### config.mk
export PLATFORM = sky130hd
export DESIGN_NAME = fu_order_matrix
export DESIGN_NICKNAME = d
export VERILOG_FILES = /design/src/rtl/fu_order_pkg.sv /design/src/rtl/fu_busy_track.sv /design/src/rtl/fu_dep_plane.sv /design/src/rtl/fu_order_matrix.sv
export SDC_FILE = /design/constraint.sdc
export NUM_CORES = 1
export LEC_CHECK = 0
export ABC_AREA = 0
export BUFFER_PORTS_ARGS = -buffer_cell sky130_fd_sc_hd__buf_2
export CORE_MARGIN = 1
export CORE_UTILIZATION = 25
export CTS_CLUSTER_SIZE = 20
export DETAILED_ROUTE_END_ITERATION = 12
export PLACE_DENSITY = 0.39
export SKIP_LAST_GASP = 1
export SYNTH_ARGS = -nofsm -noshare
export SYNTH_HDL_FRONTEND = slang
export SYNTH_SLANG_ARGS = --single-unit
### constraint.sdc
create_clock -name clk -period 1.75 [get_ports clk]
set_clock_uncertainty 0.1 [all_clocks]
set_input_delay 0.175 -clock clk [delete_from_list [all_inputs] [get_ports clk]]
set_output_delay 0.175 -clock clk [all_outputs]
set_load 0.02 [all_outputs]
### src/rtl/fu_order_pkg.sv
package fu_order_pkg;
  typedef enum int unsigned {
    PLANE_WR = 0,
    PLANE_RD = 1
  } plane_e;
  localparam int unsigned NUM_PLANES = 2;
endpackage

### src/rtl/fu_busy_track.sv
module fu_busy_track #(
  parameter int unsigned N = 4
) (
  input  logic         clk,
  input  logic         rst,
  input  logic [N-1:0] set_i,
  input  logic [N-1:0] clr_i,
  output logic [N-1:0] busy_o
);
  logic [N-1:0] busy_q;

  always_ff @(posedge clk) begin
    if (rst) busy_q <= '0;
    else     busy_q <= (busy_q | set_i) & ~clr_i;
  end

  assign busy_o = busy_q;

  for (genvar u = 0; u < N; u++) begin : g_chk

    busy_clear_wins_chk: assert property (@(posedge clk) disable iff (rst)
      clr_i[u] |=> !busy_o[u]);

    busy_on_issue_chk: assert property (@(posedge clk) disable iff (rst)
      (set_i[u] && !clr_i[u]) |=> busy_o[u]);
  end
endmodule

### src/rtl/fu_dep_plane.sv
module fu_dep_plane #(
  parameter int unsigned N = 4
) (
  input  logic         clk,
  input  logic         rst,
  input  logic [N-1:0] issue_i,
  input  logic [N-1:0] load_i,
  input  logic [N-1:0] col_clr_i,
  input  logic [N-1:0] row_clr_i,
  output logic [N-1:0] free_nxt_o
);
  logic [N-1:0] cell_q [N];
  logic [N-1:0] cell_d [N];
  logic [N-1:0] col_t  [N];

  for (genvar r = 0; r < N; r++) begin : g_row
    localparam logic [N-1:0] SELF = N'(1) << r;

    always_comb begin
      if (row_clr_i[r])     cell_d[r] = '0;
      else if (issue_i[r])  cell_d[r] = load_i & ~col_clr_i & ~SELF;
      else                  cell_d[r] = cell_q[r] & ~col_clr_i;
    end

    always_ff @(posedge clk) begin
      if (rst) cell_q[r] <= '0;
      else     cell_q[r] <= cell_d[r];
    end

    assign free_nxt_o[r] = ~|cell_d[r];

    for (genvar c = 0; c < N; c++) begin : g_t
      assign col_t[c][r] = cell_q[r][c];
    end
  end

  for (genvar c = 0; c < N; c++) begin : g_col_chk

    col_cleared_chk: assert property (@(posedge clk) disable iff (rst)
      col_clr_i[c] |=> (col_t[c] == '0));

    no_self_dep_chk: assert property (@(posedge clk) disable iff (rst)
      issue_i[c] |=> !col_t[c][c]);
  end
endmodule

### src/rtl/fu_order_matrix.sv
module fu_order_matrix
  import fu_order_pkg::*;
#(
  parameter int unsigned NUM_FU = 4
) (
  input  logic              clk,
  input  logic              rst,
  input  logic [NUM_FU-1:0] issue_i,
  input  logic [NUM_FU-1:0] wr_wait_i,
  input  logic [NUM_FU-1:0] rd_wait_i,
  input  logic [NUM_FU-1:0] go_rd_i,
  input  logic [NUM_FU-1:0] go_wr_i,
  input  logic [NUM_FU-1:0] fu_rst_i,
  output logic [NUM_FU-1:0] rd_ok_o,
  output logic [NUM_FU-1:0] wr_ok_o
);
  localparam int unsigned N = NUM_FU;

  logic [N-1:0] busy;
  logic [N-1:0] done;
  logic [N-1:0] load_a [NUM_PLANES];
  logic [N-1:0] clr_a  [NUM_PLANES];
  logic [N-1:0] free_a [NUM_PLANES];
  logic [N-1:0] rd_ok_q, wr_ok_q;

  assign done = go_wr_i | fu_rst_i;

  fu_busy_track #(.N(N)) u_busy (
    .clk(clk), .rst(rst), .set_i(issue_i), .clr_i(done), .busy_o(busy)
  );

  for (genvar p = 0; p < NUM_PLANES; p++) begin : g_plane
    if (p == PLANE_WR) begin : g_wr
      assign load_a[p] = wr_wait_i & busy;
      assign clr_a[p]  = done;
    end else begin : g_rd
      assign load_a[p] = rd_wait_i & busy;
      assign clr_a[p]  = done | go_rd_i;
    end

    fu_dep_plane #(.N(N)) u_plane (
      .clk(clk), .rst(rst), .issue_i(issue_i), .load_i(load_a[p]),
      .col_clr_i(clr_a[p]), .row_clr_i(done), .free_nxt_o(free_a[p])
    );
  end

  always_ff @(posedge clk) begin
    if (rst) begin
      rd_ok_q <= '1;
      wr_ok_q <= '1;
    end else begin
      rd_ok_q <= free_a[PLANE_WR];
      wr_ok_q <= free_a[PLANE_RD];
    end
  end

  assign rd_ok_o = rd_ok_q;
  assign wr_ok_o = wr_ok_q;


  single_issue_chk: assert property (@(posedge clk) disable iff (rst)
    $onehot0(issue_i));

  quiet_hold_chk: assert property (@(posedge clk) disable iff (rst)
    (issue_i == '0 && go_rd_i == '0 && done == '0) |=>
      ($stable(rd_ok_o) && $stable(wr_ok_o)));

  for (genvar u = 0; u < N; u++) begin : g_chk

    unit_rst_ready_chk: assert property (@(posedge clk) disable iff (rst)
      fu_rst_i[u] |=> (rd_ok_o[u] && wr_ok_o[u]));

    idle_issue_ready_chk: assert property (@(posedge clk) disable iff (rst)
      (issue_i[u] && busy == '0) |=> (rd_ok_o[u] && wr_ok_o[u]));
  end
endmodule

* Word-level counts from Yosys, hierarchy flattened
Memories as Yosys holds them, arrays and structs flattened. Index checks and enable logic that the tools add are counted.
Word-level totals: bits in registers 12, RAM bits 32, output and inout bits 8, logic and storage cells 74, memories 2
Memories:
- g_plane[0].u_plane.cell_q | words 4, bits a word 4, read ports 4, clocked after memory_dff 0, wr ports 4, line fu_dep_plane.sv:12 | logic [N-1:0] cell_q [N];
- g_plane[1].u_plane.cell_q | words 4, bits a word 4, read ports 4, clocked after memory_dff 0, wr ports 4, line fu_dep_plane.sv:12
Operators by class: muxes and demuxes 27, bitwise logic cells 26, reductions and logical operators 16
Operator list (number):
- two-way mux 4 bit | 24
- bitwise AND 4 bit | 13
- OR reduction 4 bit | 8
- bitwise OR 4 bit | 3
- zero test 1 bit | 8
- inverter 4 bit | 2
- bitwise OR 1 bit | 8
- two-way mux 1 bit | 3

* Longest topological paths before layout
depth after elaboration 8, gate-level depth with buffers 5

* Cells and area by module
Synthesis repeated with hierarchy kept, for this count alone.
Second synthesis, totals: cell total of the unflattened synthesis 174, area, all modules 1759.2 µm²
By module, submodules not included:
- fu_dep_plane | times used 2, cells each 65, area an instance 664.4 µm²
- fu_order_matrix | times used 1, cells each 32, area an instance 310.3 µm²
- fu_busy_track | times used 1, cells each 12, area an instance 120.1 µm²

* Least setup slack after synthesis
No wires, ideal clock.
path kind register to register, start point register u_busy.busy_q[2] (netlist: u_busy.busy_o[2]), end point register rd_ok_q[3] (netlist: rd_ok_o[3]), library setup time 0.115 ns, arrival 1.203 ns, data required time 1.535 ns, setup slack 0.331 ns, stages on the path, launching flop included 5, path buffers 0, path through dfxtp_1 and2_2 nand2_1 a2111o_1 a31o_1
Between the ends: word-level cells in the longest chain between the ends 6
Ends and longest elaborated chain:
- from (decl) | line fu_busy_track.sv:10 | logic [N-1:0] busy_q;
- from (signal assigned) | line fu_busy_track.sv:14 | else busy_q <= (busy_q | set_i) & ~clr_i;
- bitwise AND 4 bit | line fu_order_matrix.sv:34 | assign load_a[p] = wr_wait_i & busy;
- bitwise AND 4 bit
- two-way mux 4 bit | line fu_dep_plane.sv:21 | else if (issue_i[r]) cell_d[r] = load_i & ~col_clr_i & ~SELF;
- two-way mux 4 bit | line fu_dep_plane.sv:20 | if (row_clr_i[r]) cell_d[r] = '0;
- OR reduction 4 bit | line fu_dep_plane.sv:30 | assign free_nxt_o[r] = ~|cell_d[r];
- zero test 1 bit | line fu_dep_plane.sv:30
- to (signal assigned) | line fu_order_matrix.sv:52 | rd_ok_q <= free_a[PLANE_WR];
- to (decl) | line fu_order_matrix.sv:24 | logic [N-1:0] rd_ok_q, wr_ok_q;
No other way between the ends. A chain may end at the register's enable or synchronous reset.

* Worst setup path after layout
start point register u_busy.busy_q[2] (netlist: u_busy.busy_o[2]), end point register rd_ok_q[1] (netlist: rd_ok_o[1])
Between the ends: word-level cells in the longest chain between the ends 6
Ends and longest elaborated chain (line):
- bitwise AND 4 bit | fu_order_matrix.sv:34
- bitwise AND 4 bit | fu_dep_plane.sv:21
- two-way mux 4 bit | fu_dep_plane.sv:21
- two-way mux 4 bit | fu_dep_plane.sv:20
- OR reduction 4 bit | fu_dep_plane.sv:30
- zero test 1 bit | fu_dep_plane.sv:30
No other way between the ends.

==> impl_metrics.csv <==
group,metric,value,unit
run,maxCapViolations,0,
clock_tree,htree_levels,2,
outcome,status,"finished, final reports clean",
placed_design,place_ws,0.208,ns
layout,n_antenna_cell,0,
power,power_density,845,nW/um^2
die,rows,30,
clock_tree,ctsResizeCount,0,
detailed_routing,antenna_left,0,
die,dieArea,7550,um^2
global_route,grt_most_used_layer,"met2",
timing,rsz0062_at_grt,"false",
clock_tree,clk_latency,0.30,ns
clock_tree,cts_made_buffers,5,
die,fp.dieH,86.9,um
setup_path,end_kind,"flip-flop",
synth,ys_async_sr_fraction,0,%
placed_design,dpl-instance-area,2110,um^2
die,start_util,26.2,%
timing,period_share,88.1,%
synth,synth.distinct_cells,37,
synth,synth.area.top_cells,"dfxtp_1 (49%), nor2_1 (6.9%), nand3_1 (5.3%)",
timing,setup_violations,0,
global_route,grt_pass1_wl,8.63,mm
layout,nets,265,
synth,synth-warning-count,0,
timing,hold_ws,0.0830,ns
global_route,grt_pass1_vias,1584,
timing,worst_slack,0.207,ns
synth,ys_ff_latch,44,
detailed_routing,drt_iter0_markers,61,
timing,setup_tns,0,ns
synth,syn_nets,224,
timing,worstMarginPinSlew,0.461,ns
timing,hold_viol_final,0,
detailed_routing,drc,0,
placed_design,hpwl,4.06,mm
detailed_routing,wl,5.39,mm
power,vdd_drop_max,323,uV
synth,synth_area_leader_cell,"dfxtp_1",
die,core-area,6870,um^2
detailed_routing,via_count,1514,
layout,area_growth,22.6,%
hold_path,hold_class,"in -> reg",
global_route,grt_start_max_net_pins,21,
synth,synthCells,198,
timing,min_period,1.54,ns
global_route,grt_use_met3,4.36,%
detailed_routing,wire_per_inst,16.1,um
synth,synth-edff-count,0,
timing,max_freq,648,MHz
power,leakagePower,0.000793,uW
synth,yosysTopAreaCellShare,48.9,%
setup_path,startpoint_type,"flip-flop",
layout,final_cell_area,2210,um^2
global_route,grt_use_total,15.8,%
detailed_routing,vias_per_cell,4.52,
global_route,met2_usage,26.3,%
clock_tree,cts_buffer_depth,2,
synth,netlist_area,1800,um^2
layout,fill_cells,748,
clock_tree,cts_hold_buf,0,
die,ioPinCount,34,
global_route,use_met1,20.5,%
layout,layout_common_cells,"dfxtp_1 (44), nor2_1 (33), buf_2 (33)",
clock_tree,clock-sinks,44,
setup_path,crit_type,"reg -> reg",
synth,synth.avg_cell_area,9.10,um^2
clock_tree,root_buffer,"clkbuf_8",
detailed_routing,first_pass_iters,4,
synth,ys.flop_type,"dfxtp_1",
setup_path,crit_fanout,5,
clock_tree,cts_tree,"yes",
global_route,overflow,0,
clock_tree,clk_pin_slew_worst_paths,0.08,ns
global_route,antenna_found_initial,0,
setup_path,cp.arrival,1.64,ns
synth,ys_seq_area_share,48.9,%
timing,slew_headroom,69.0,%
layout,final_common_cell,"dfxtp_1",
placed_design,port_buffers,33,
setup_path,crit_required,1.85,ns
clock_tree,post_cts_buffers,0,
timing,maxSlewViolCount,0,
placed_design,gp_congestion,0.744,
die,die_width,86.9,um
layout,drive_above_1_share,25.5,%
==> routing by layer <==
layer / vias to the layer above / routed length, um
li1: 772 / -
met1: 702 / 2590
met2: 34 / 2450
met3: 6 / 297
met4: 0 / 42
met5: - / 0
==> state kept, by name, summed over array words and instances (netlist names) <==
register,count
g_plane.u_plane.cell_q,32
rd_ok_o,4
u_busy.busy_o,4
wr_ok_o,4
==> worst paths after layout <==
check                           cells past startpoint  slack, ns                               to                       startpoint
worst max-delay path                                4       0.21                       rd_ok_o[1]                 u_busy.busy_o[2]
worst max register to register                      4       0.21                       rd_ok_o[1]                 u_busy.busy_o[2]
worst min-delay path                                3       0.08                       rd_ok_o[2]                       go_wr_i[2]
worst min register to register                      2       0.37  g_plane[1].u_plane.cell_q[0][0]  g_plane[1].u_plane.cell_q[0][0]
==> report_power, final <==
| part | internal [uW] | total (uW) | leakage [uW] | switching, uW |
|---|---|---|---|---|
| clock | 352 | 707 | 0.0000503 | 355 |
| combinational | 56.0 | 150 | 0.000388 | 94.0 |
| sequential | 1000 | 1010 | 0.000355 | 4.19 |
| total | 1410 | 1870 | 0.000793 | 453 |
==> metrics by stage <==
stage / power (uW) / utilization, % / instances
2_1_floorplan: 1100 / - / 198
3_3_place_gp: 1190 / 30.7 / 328
3_5_place_dp: 1180 / 30.7 / 328
4_1_cts: 1870 / 32.1 / 335
5_1_grt: 1930 / 32.1 / 335
6_report: 1870 / 32.1 / 335
==> cells by family (layout without fill, tap and decap cells) <==
kind of cell    Yosys count  count (layout)  synth area share (%)
simple gates             99              99                  29.0
flops                    44              44                  48.9
buf+inv                   9              50                  2.15
compound gates           34              34                  12.8
mux                      12              12                  7.08
==> critical path, stage by stage (launching register included) <==
cell and delay (ns):
dfxtp_1 0.40, and2_2 0.20, nand2_1 0.10, a2111o_1 0.44, a31o_1 0.21
==> area by class of cell <==
class / instances / area [um^2] / area share (%)
clock buffers: 7 / 96.3 / 4.36
inverters: 3 / 11.3 / 0.510
multi-input cells: 145 / 882 / 39.9
well taps: 96 / 120 / 5.44
repair buffers: 40 / 218 / 9.86
flip-flops and latches: 44 / 881 / 39.9
==> cell usage after synthesis (all sizes together) (2+ instances only) <==
master and number:
dfxtp 44, nor2 34, nand3 19, nor2b 10, o21ai 10, a21oi 7
mux2 6, mux2i 6, nand2b 6, or3 6, a31o 5, nor3b 5
and2 4, buf 4, nand2 4, nor3 4, a211oi 3, and3 3
inv 3, a2111o 2, a21boi 2, clkbuf 2, nand3b 2
Power figures use the tool's default switching activity.
